`src/rtl/tl_pkg.sv`:
```
package tl_pkg;
  typedef enum logic [1:0] {
    PH_GREEN  = 2'd0,
    PH_YELLOW = 2'd1,
    PH_RED    = 2'd2
  } phase_e;
endpackage

```
`src/rtl/tl_prescaler.sv`:
```
module tl_prescaler #(
  parameter int TICK_DIV = 200_000_000
) (
  input  logic clk_i,
  input  logic rst_ni,
  input  logic clr_i,
  output logic tick_o
);
  localparam int CNT_W = (TICK_DIV > 2) ? $clog2(TICK_DIV) : 1;
  localparam logic [CNT_W-1:0] LAST = CNT_W'(TICK_DIV - 1);

  logic [CNT_W-1:0] cnt_q;

  assign tick_o = (cnt_q == LAST);

  always_ff @(posedge clk_i or negedge rst_ni) begin
    if (!rst_ni)       cnt_q <= '0;
    else if (clr_i)    cnt_q <= '0;
    else if (tick_o)   cnt_q <= '0;
    else               cnt_q <= cnt_q + 1'b1;
  end

  // ticks are never back to back (TICK_DIV >= 2)
  p_tick_gap_r9: assert property (@(posedge clk_i) disable iff (!rst_ni)
    tick_o |=> !tick_o);
endmodule

```
`src/rtl/tl_sequencer.sv`:
```
module tl_sequencer
  import tl_pkg::*;
#(
  parameter int GREEN_SEC  = 10,
  parameter int YELLOW_SEC = 3,
  parameter int RED_SEC    = 10,
  parameter int RED_COUNT  = 7,
  parameter int VAL_W      = 4
) (
  input  logic             clk_i,
  input  logic             rst_ni,
  input  logic             restart_i,
  input  logic             tick_i,
  output phase_e           phase_o,
  output logic [VAL_W-1:0] val_o,
  output logic             val_on_o,
  output logic             img_o
);
  localparam int CYCLE  = GREEN_SEC + YELLOW_SEC + RED_SEC;
  localparam int GY_SEC = GREEN_SEC + YELLOW_SEC;
  localparam int POS_W  = $clog2(CYCLE);
  localparam logic [POS_W-1:0] POS_LAST  = POS_W'(CYCLE - 1);
  localparam logic [POS_W-1:0] POS_YEL   = POS_W'(GREEN_SEC);
  localparam logic [POS_W-1:0] POS_RED   = POS_W'(GY_SEC);
  localparam logic [POS_W-1:0] POS_COUNT = POS_W'(GY_SEC + RED_SEC - RED_COUNT);

  logic [POS_W-1:0] pos_q, pos_nxt;
  logic             img_q;

  assign pos_nxt = (pos_q == POS_LAST) ? '0 : pos_q + 1'b1;

  always_ff @(posedge clk_i or negedge rst_ni) begin
    if (!rst_ni) begin
      pos_q <= '0;
      img_q <= 1'b1;
    end else if (restart_i) begin
      pos_q <= '0;
      img_q <= 1'b1;
    end else if (tick_i) begin
      pos_q <= pos_nxt;
      img_q <= (pos_nxt >= POS_RED);
    end
  end

  always_comb begin
    phase_o  = PH_RED;
    val_on_o = 1'b1;
    val_o    = '0;
    if (pos_q < POS_YEL) begin
      phase_o = PH_GREEN;
      val_o   = VAL_W'(GY_SEC - int'(pos_q));
    end else if (pos_q < POS_RED) begin
      phase_o = PH_YELLOW;
      val_o   = VAL_W'(GY_SEC - int'(pos_q));
    end else if (pos_q < POS_COUNT) begin
      val_on_o = 1'b0;  // red lead-in: display dark
    end else begin
      val_o = VAL_W'(CYCLE - int'(pos_q));
    end
  end

  assign img_o = img_q;

  p_hold_r9: assert property (@(posedge clk_i) disable iff (!rst_ni)
    (!tick_i && !restart_i) |=> ($stable(pos_q) && $stable(img_q)));
  p_wrap_r1: assert property (@(posedge clk_i) disable iff (!rst_ni)
    (tick_i && !restart_i && pos_q == POS_LAST) |=> (pos_q == '0));
  p_restart_r8: assert property (@(posedge clk_i) disable iff (!rst_ni)
    restart_i |=> (pos_q == '0 && img_q));
endmodule

```
`src/rtl/tl_digits.sv`:
```
module tl_digits #(
  parameter int VAL_W = 4
) (
  input  logic [VAL_W-1:0] val_i,
  input  logic             on_i,
  output logic             tens_on_o,
  output logic [3:0]       tens_o,
  output logic             ones_on_o,
  output logic [3:0]       ones_o
);
  logic [3:0] tens, ones;

  always_comb begin
    tens = 4'(int'(val_i) / 10);
    ones = 4'(int'(val_i) % 10);
  end

  assign tens_on_o = on_i && (tens != 4'd0);
  assign ones_on_o = on_i;
  assign tens_o    = tens_on_o ? tens : 4'd0;
  assign ones_o    = on_i ? ones : 4'd0;
endmodule

```
`src/rtl/traffic_phase_ctrl.sv`:
```
module traffic_phase_ctrl
  import tl_pkg::*;
#(
  parameter int TICK_DIV   = 200_000_000,
  parameter int GREEN_SEC  = 10,
  parameter int YELLOW_SEC = 3,
  parameter int RED_SEC    = 10,
  parameter int RED_COUNT  = 7
) (
  input  logic       clk_i,
  input  logic       rst_ni,
  input  logic       restart_i,
  output logic       lamp_green_o,
  output logic       lamp_yellow_o,
  output logic       lamp_red_o,
  output logic       img_sel_o,
  output logic       tens_on_o,
  output logic [3:0] tens_o,
  output logic       ones_on_o,
  output logic [3:0] ones_o
);
  localparam int GY_SEC = GREEN_SEC + YELLOW_SEC;
  localparam int MAX_V  = (GY_SEC > RED_COUNT) ? GY_SEC : RED_COUNT;
  localparam int VAL_W  = $clog2(MAX_V + 1);

  logic             tick;
  phase_e           phase;
  logic [VAL_W-1:0] val;
  logic             val_on;

  tl_prescaler #(.TICK_DIV(TICK_DIV)) u_presc (
    .clk_i (clk_i),
    .rst_ni(rst_ni),
    .clr_i (restart_i),
    .tick_o(tick)
  );

  tl_sequencer #(
    .GREEN_SEC (GREEN_SEC),
    .YELLOW_SEC(YELLOW_SEC),
    .RED_SEC   (RED_SEC),
    .RED_COUNT (RED_COUNT),
    .VAL_W     (VAL_W)
  ) u_seq (
    .clk_i    (clk_i),
    .rst_ni   (rst_ni),
    .restart_i(restart_i),
    .tick_i   (tick),
    .phase_o  (phase),
    .val_o    (val),
    .val_on_o (val_on),
    .img_o    (img_sel_o)
  );

  tl_digits #(.VAL_W(VAL_W)) u_dig (
    .val_i    (val),
    .on_i     (val_on),
    .tens_on_o(tens_on_o),
    .tens_o   (tens_o),
    .ones_on_o(ones_on_o),
    .ones_o   (ones_o)
  );

  assign lamp_green_o  = (phase == PH_GREEN);
  assign lamp_yellow_o = (phase == PH_YELLOW);
  assign lamp_red_o    = (phase == PH_RED);

  p_one_lamp_r2: assert property (@(posedge clk_i) disable iff (!rst_ni)
    $onehot({lamp_green_o, lamp_yellow_o, lamp_red_o}));
  p_img_follows_r5: assert property (@(posedge clk_i) disable iff (!rst_ni)
    (tick && !restart_i) |=> (img_sel_o == lamp_red_o));
  p_tens_blank_r7: assert property (@(posedge clk_i) disable iff (!rst_ni)
    tens_on_o |-> (tens_o != 4'd0));
  p_dark_zero_r7: assert property (@(posedge clk_i) disable iff (!rst_ni)
    !ones_on_o |-> (ones_o == 4'd0 && !tens_on_o));
endmodule

```
`config.mk`:
```
export PLATFORM = sky130hd
export DESIGN_NAME = traffic_phase_ctrl
export DESIGN_NICKNAME = d
export VERILOG_FILES = /design/src/rtl/tl_pkg.sv /design/src/rtl/tl_prescaler.sv /design/src/rtl/tl_sequencer.sv /design/src/rtl/tl_digits.sv /design/src/rtl/traffic_phase_ctrl.sv
export SDC_FILE = /design/constraint.sdc
export NUM_CORES = 1
export LEC_CHECK = 0
export ABC_AREA = 1
export BUFFER_PORTS_ARGS = -buffer_cell sky130_fd_sc_hd__buf_4
export CAP_MARGIN = 10
export CORE_MARGIN = 4
export CORE_UTILIZATION = 44
export CTS_BUF_LIST = sky130_fd_sc_hd__clkbuf_4 sky130_fd_sc_hd__clkbuf_8 sky130_fd_sc_hd__clkbuf_16
export DETAILED_ROUTE_END_ITERATION = 16
export GPL_ROUTABILITY_DRIVEN = 1
export SETUP_SLACK_MARGIN = 0.1
export SYNTH_ARGS = -nofsm -noshare
export SYNTH_HDL_FRONTEND = slang
export SYNTH_SLANG_ARGS = --single-unit
```
`constraint.sdc`:
```
create_clock -name clk_i -period 2.7 [get_ports clk_i]
set_clock_uncertainty 0.15 [all_clocks]
set_input_delay 0.405 -clock clk_i [delete_from_list [all_inputs] [get_ports clk_i]]
set_output_delay 0.405 -clock clk_i [all_outputs]
set_load 0.005 [all_outputs]
```
### Word-level counts from Yosys, hierarchy flattened

Cells that the tools add are included.

* input port bits: 3
* memory bits (writable): 0
* latch bits: 0
* bits in read-only memories: 0
* memories kept: 0
* flip-flop bits (word level): 34
* word-level logic and storage cells: 38

* add/sub/neg operators: 4
* div/mod/pow operators: 2
* shift operators: 0
* reductions and logical operators: 4
* order comparisons: 4
* equal/unequal tests: 4
* multiplexer cells: 17
* multiply operators: 0
* bitwise operators: 0

Operators with widths (count)
* $mux 28: 2
* $div 5x5->32 const B: 1
* $mod 5x5->32 const B: 1
* $add 28x1->28 const B: 1
* $eq 28x28->1 const B: 1
* $mux 4: 5
* $mux 5: 3
* $lt 5x4->1 const B: 2
* $add 5x1->5 const B: 1
* $eq 5x5->1 const B: 1
* $ge 5x4->1 const B: 1
* $lt 5x5->1 const B: 1
* $mux 1: 5
* $mux 2: 2
* $reduce_bool 4->1: 1
* $sub 3x4->4 const A: 1
* $sub 4x4->4 const A: 1
* $eq 2x1->1 const B: 1
* $eq 2x2->1 const B: 1
* $logic_not 2->1: 1
* $reduce_bool 2->1: 1
* $logic_and 1x1->1: 1

### Depth between registers and ports, before layout

Gate-level depths: netlist (run 1).

* depth after elaboration: 8
* gate-level depth with buffers: 12
* depth with buffers taken out: 12

### Modules after synthesis

From an unflattened synthesis (run 1), not the netlist that was laid out.

* cell total of the unflattened synthesis: 336
* area total of the unflattened synthesis: 2392.3 µm²

Modules (own cells, without submodules)
* tl_prescaler: area an instance 1676.6 µm², times used 1, cells an instance 229
* tl_sequencer: area an instance 560.5 µm², times used 1, cells an instance 77
* tl_digits: area an instance 136.4 µm², times used 1, cells an instance 25
* traffic_phase_ctrl: area an instance 18.8 µm², times used 1, cells an instance 5

### Worst setup path after synthesis (run 1)

No wires, ideal clock.

* kind: register to output
* start point: register u_seq.pos_q[1]
* end point: output ones_o[2]
* path buffers: 0
* required time: 2.145 ns
* cell stages (with the launch flop): 12
* path slack: 0.507 ns
* data arrival time: 1.638 ns
* cell sequence: dfrtp_1 > inv_1 > ha_1 > nor2_2 > nand2_1 > nand2_1 > nand2_1 > nand2_2 > ha_1 > nand2_1 > nand2_1 > nor2_1

* word-level cells in the longest chain between the ends: 6

RTL lines
* start: declaration: RTL line tl_sequencer.sv:27 `logic [POS_W-1:0] pos_q, pos_nxt;`
* start signal: assignment: RTL line tl_sequencer.sv:40 `pos_q <= pos_nxt;`
* $sub 3x4->4 / $lt 5x5->1 (equally long branches): RTL line tl_sequencer.sv:58, tl_sequencer.sv:55
* $mux 4: RTL line tl_sequencer.sv:55 `end else if (pos_q < POS_COUNT) begin`
* $mux 4: RTL line tl_sequencer.sv:52 `end else if (pos_q < POS_RED) begin`
* $mux 4: RTL line tl_sequencer.sv:49 `if (pos_q < POS_YEL) begin`
* $mod 5x5->32: RTL line tl_digits.sv:15 `ones = 4'(int'(val_i) % 10);`
* $mux 4 (*): RTL line tl_digits.sv:21 `assign ones_o = on_i ? ones : 4'd0;`
* end: declaration: RTL line traffic_phase_ctrl.sv:20 `output logic [3:0] ones_o`

Mark *: on every way between the ends. The rest lies on a longest branch, timed or not.

### Worst setup path in the final report (run 1)

Ends and elaborated chain as after synthesis.

==> results.json, run 1 <==
{
  "port_buffers": 13,
  "grt_pass1_wl_um": 9630,
  "grtUsageTotal_pct": 18.6,
  "status": "finished clean",
  "synth.cell_area_um2": 2400,
  "yosys-top-cells-area": "dfrtp_1 34%, nand2_1 16%, nor2_1 13%",
  "dieHeight_um": 81.8,
  "cts.clk_slew.worst_paths_ns": 0.07,
  "cap_violations": 0,
  "overflow": 0,
  "dpl_worst_slack_ns": 0.270,
  "rows": 26,
  "synth_edf_count": 0,
  "drtAntennaViolNets": 0,
  "grt_pass1_vias": 2100,
  "cp.required_ns": 2.14,
  "routed_wl_um": 5730,
  "cts_root_buffer": "clkbuf_8",
  "ys.flop_type": "dfrtp_1",
  "synth_top_area_cell": "dfrtp_1",
  "vias": 2195,
  "die-area_um2": 6700,
  "ys_async_sr_fraction_pct": 100,
  "yosysTopAreaCellShare_pct": 34.4,
  "critical_path_buf_inv_count": 2,
  "dieWidth_um": 81.8,
  "ys_types": 30,
  "coreArea_um2": 5200,
  "ys_top_cells_by_count": "104 x nand2_1, 86 x nor2_1, 38 x inv_1, 33 x dfrtp_1, 26 x nand3_1",
  "crit_path_end_kind": "primary output",
  "firstDrtPassIters": 5,
  "total_leakage_power_uw": 0.00123,
  "hold_class": "input port to flop",
  "pin_count": 17,
  "fin_ws_ns": 0.205,
  "start_kind": "flop",
  "finalSetupTns_ns": 0,
  "ys_seq_elements": 34,
  "ys_seq_area_share_pct": 35.5,
  "cts_buffers": 5,
  "hpwl_um": 4170,
  "netlist_instances": 361,
  "report.final.setup_viol": 0,
  "avgSynthCellArea_um2": 6.64,
  "routedWlPerCell_um": 12.6,
  "clock_path_buffers": 2,
  "report.final.hold_viol_count": 0,
  "antenna_found_initial": 0,
  "crit_chain": "inv_2, ha_1, nand2_1, nand2_2, nand2_2, nand2_1, nand2_1, nand2_2, ha_4, nand2_1, nand2_1, nor2_1, buf_4",
  "drive_gt1_share_pct": 15.1,
  "holdWs_ns": 0.323,
  "initial_core_util_pct": 46.1,
  "crit_family": "simple AND/OR/NAND/NOR gates",
  "gp_congestion": 0.883,
  "critPathMaxStageDelay_ns": 0.42,
  "grt_setup_unrepaired": "yes",
  "period_share_pct": 92.4,
  "ys.warnings.count": 0,
  "drc": 0,
  "via_per_inst": 4.82,
  "cp_slowest_cell": "dfrtp_2",
  "cts.sinks": 34,
  "fin_crit_ns": 2.49,
  "yosysMostFrequentCell": "nand2_1",
  "pwr_density_cell_nw_per_um2": 344,
  "fin_util_pct": 52.3,
  "area_growth_pct": 13.5,
  "cts_tree": "done",
  "cp_common_cell": "nand2_1",
  "antennaDiodeCount": 0,
  "cp_max_fo": 5,
  "clk_latency_ns": 0.28,
  "drt-initial-drc-count": 131,
  "r2r_setup_slack_ns": 0.73,
  "slew_viol_final": 0,
  "irDropWorstVdd_uv": 276,
  "cp_data_arrival_time_ns": 1.94,
  "nNetsFinal": 396,
  "grt_max_degree": 35,
  "fmax_mhz": 401,
  "htreeDepth": 2,
  "p_total_uw": 936,
  "worstSetupPathType": "flop to primary output"
}
stage by stage:
stage / std cells / instance area, µm²
floorplan: 363 / 2410
global placement: 439 / 2540
detailed placement: 439 / 2540
CTS: 451 / 2670
global route: 455 / 2720
finish: 455 / 2720
what timing repair did:
| item | 4_1_cts | 5_1_grt |
|---|---|---|
| hold endpoints to repair | 33 | 0 |
| gates resized for setup | 2 | 8 |
| hold buffers | 1 | 0 |
| setup endpoints to repair | 1 | 3 |
| pin swaps | 1 | 4 |
| buffers inserted | 4 | 4 |
state kept, by name, indices dropped and copies added (netlist names):
| register | count |
|---|---|
| u_presc.cnt_q | 28 |
| u_seq.pos_q | 5 |
| u_seq.img_o | 1 |
cells by family (layout without fill, tap and decap cells):
logic type | after synthesis | in the layout | synth area share [%]
AOI/OAI and AO/OA | 15 | 15 | 3.34
xor gates and xnor gates | 11 | 11 | 4.02
adders and majority gates | 8 | 8 | 4.17
buffers and inverters | 48 | 70 | 8.61
DFF | 34 | 34 | 35.5
other | 1 | 3 | 0.156
and+or+nand+nor | 244 | 244 | 44.2
report_power, final:
group | total, µW | switching (µW) | leakage [µW] | internal, µW
logic | 39.5 | 29.3 | 0.000718 | 10.2
clock network | 377 | 179 | 0.0000452 | 198
registers | 520 | 4.85 | 0.000466 | 515
cells in the final DEF (no fill, tap or decap), drive strengths merged:
master / n
a21oi: 5
a31oi: 2
and2: 1
buf: 21
clkbuf: 7
conb: 3
dfrtp: 33
dfstp: 1
dlygate4sd3: 1
ha: 8
inv: 41
nand2: 111
nand3: 26
nand3b: 1
nand4: 6
nor2: 95
nor3: 1
nor3b: 1
nor4: 1
o21ai: 7
o21bai: 1
or2: 1
xnor2: 1
xor2: 10
final timing paths:
check | cells past startpoint | end | from
setup / recovery | 13 | ones_o[2] | u_seq.pos_q[1]$_DFFE_PN0P_
hold / removal | 2 | u_presc.cnt_q[21]$_DFF_PN0_ | restart_i
setup reg to reg | 8 | u_seq.pos_q[0]$_DFFE_PN0P_ | u_presc.cnt_q[0]$_DFF_PN0_
hold reg to reg | 2 | u_seq.img_o$_DFFE_PN1P_ | u_seq.img_o$_DFFE_PN1P_
max in group asynchronous | 2 | u_seq.img_o$_DFFE_PN1P_ | rst_ni
min in group asynchronous | 2 | u_presc.cnt_q[11]$_DFF_PN0_ | rst_ni
routing by layer:
layer / share of wire [%] / GRT usage (%) / vias up
met3: 4.3 / 2.63 / 4
li1: - / - / 1153
met1: 48 / 25.2 / 1006
met4: 0.54 / 3.49 / 0
met2: 47 / 31.6 / 32
met5: 0 / 0 / -
layout make-up:
class	count	area, µm²
multi-input combinational	281	1380
fill	527	2480
sequential	34	855
inverter	41	154
clock buffer	7	83.8
tap	70	87.6
timing repair buffer	22	168
(Power assumes the default switching activity.)
==> run 2: changes to the inputs <==
- CTS_BUF_LIST: sky130_fd_sc_hd__clkbuf_4 sky130_fd_sc_hd__clkbuf_8 sky130_fd_sc_hd__clkbuf_16 -> unset
==> results.json, run 2 (synthesis results as in run 1) <==
{
  "vias": 2196,
  "drtAntennaViolNets": 0,
  "clk_latency_ns": 0.28,
  "largest_reg_flops": 28,
  "pin_count": 17,
  "total_leakage_power_uw": 0.00122,
  "p_total_uw": 918,
  "grt_max_degree": 35,
  "cts.clk_slew.worst_paths_ns": 0.07,
  "drc": 0,
  "placed_area_um2": 2540,
  "htreeDepth": 2,
  "holdWs_ns": 0.310,
  "final_common_cell": "nand2_1",
  "slew_viol_final": 0,
  "drt-initial-drc-count": 160,
  "cp.required_ns": 2.14,
  "top_register": "u_presc.cnt_q",
  "irDropWorstVdd_uv": 273,
  "routed_wl_um": 5690,
  "port_buffers": 13,
  "area_growth_pct": 13.2,
  "via_per_inst": 4.83,
  "cap_violations": 0,
  "cts.sinks": 34,
  "finalSetupTns_ns": 0,
  "hpwl_um": 4170,
  "antenna_found_initial": 0,
  "dieWidth_um": 81.8,
  "grt_pass1_vias": 2102,
  "cts_tree": "done",
  "r2r_start": "u_presc.cnt_q[0]$_DFF_PN0_",
  "period_share_pct": 92.1,
  "drive_gt1_share_pct": 14.5,
  "fin_crit_ns": 2.49,
  "grt_setup_unrepaired": "yes",
  "initial_core_util_pct": 46.1,
  "fmax_mhz": 402,
  "coreArea_um2": 5200,
  "crit_start": "u_seq.pos_q[1]$_DFFE_PN0P_",
  "cts_buffers": 5,
  "stdcell_area_um2": 2720,
  "antennaDiodeCount": 0,
  "worstSetupPathType": "flop to primary output",
  "grt_pass1_wl_um": 9650,
  "pwr_density_cell_nw_per_um2": 338,
  "routedWlPerCell_um": 12.5,
  "crit_path_end_kind": "primary output",
  "clock_path_buffers": 2,
  "dieHeight_um": 81.8,
  "cp_data_arrival_time_ns": 1.93,
  "firstDrtPassIters": 5,
  "final_cell_mix": "99 x nand2_1, 86 x nor2_1, 37 x inv_1, 31 x dfrtp_1, 26 x nand3_1",
  "nNetsFinal": 396,
  "overflow": 0,
  "cp_max_fo": 5,
  "status": "finished clean",
  "hold_class": "input port to flop",
  "report.final.hold_viol_count": 0,
  "grtUsageTotal_pct": 18.6,
  "min_from": "restart_i",
  "rows": 26,
  "report.final.setup_viol": 0,
  "cts_root_buffer": "clkbuf_8",
  "gp_congestion": 0.883,
  "start_kind": "flop",
  "die-area_um2": 6700,
  "nFillCells": 531
}
[run 2: cell count changes in the layout (fill, tap and decap cells not counted)]
| cell | delta |
|---|---|
| clkbuf_4 | -2 |
| clkbuf_1 | +2 |
[run 2: path summary, 6_finish.rpt]
| check | endpoint | slack, ns | cells past startpoint |
|---|---|---|---|
| min in group asynchronous | u_presc.cnt_q[11]$_DFF_PN0_ | 0.46 | 2 |
| hold / removal | u_presc.cnt_q[8]$_DFF_PN0_ | 0.31 | 2 |
| setup reg to reg | u_seq.pos_q[0]$_DFFE_PN0P_ | 0.72 | 8 |
| hold reg to reg | u_seq.img_o$_DFFE_PN1P_ | 0.33 | 2 |
| max in group asynchronous | u_seq.img_o$_DFFE_PN1P_ | 1.60 | 2 |
| setup / recovery | ones_o[2] | 0.21 | 13 |
[run 2: routing by layer]
| metal | share of wire, % | track usage [%] | vias to the layer above |
|---|---|---|---|
| met4 | 0.86 | 3.49 | 0 |
| met5 | 0 | 0 | - |
| li1 | - | - | 1153 |
| met2 | 46 | 31.6 | 34 |
| met3 | 3.5 | 2.63 | 6 |
| met1 | 49 | 25.3 | 1003 |
[run 2: what timing repair did]
action                                  in CTS  in global routing
hold buffers                                 1                  0
setup buffers                                4                  4
endpoints found under the setup margin       1                  3
pin swaps                                    1                  4
resized for setup                            2                  8
endpoints found under the hold margin       33                  0
[run 2: power by group]
part / switching, µW / internal, µW / leakage [µW]
logic: 29.0 / 10.2 / 0.000718
clock network: 181 / 178 / 0.0000383
registers: 4.89 / 515 / 0.000466
total: 215 / 703 / 0.00122
[run 2: critical path: stages, from the launching register on]
cell	delay, ns
dfrtp_2	0.42
inv_2	0.07
ha_1	0.19
nand2_1	0.08
nand2_2	0.08
nand2_2	0.09
nand2_2	0.06
nand2_1	0.07
nand2_2	0.08
buf_4	0.15
nor2_1	0.11
nor2_1	0.05
nor2_1	0.10
buf_4	0.11
[run 2: layout make-up]
type,count,area [µm²],area share (%)
clock buffers,7,76.3,2.81
inverters,41,154,5.67
multi-input cells,281,1380,50.6
flip-flops and latches,34,855,31.5
well taps,70,87.6,3.23
repair buffers,22,168,6.18
[run 2: stage by stage]
| step | util [%] | setup WS (ns) | cells |
|---|---|---|---|
| floorplan | - | 0.507 | 363 |
| global placement | 48.8 | 0.338 | 439 |
| detailed placement | 48.8 | 0.270 | 439 |
| CTS | 51.1 | 0.116 | 451 |
| global route | 52.2 | 0.0592 | 455 |
| finish | 52.2 | 0.214 | 455 |
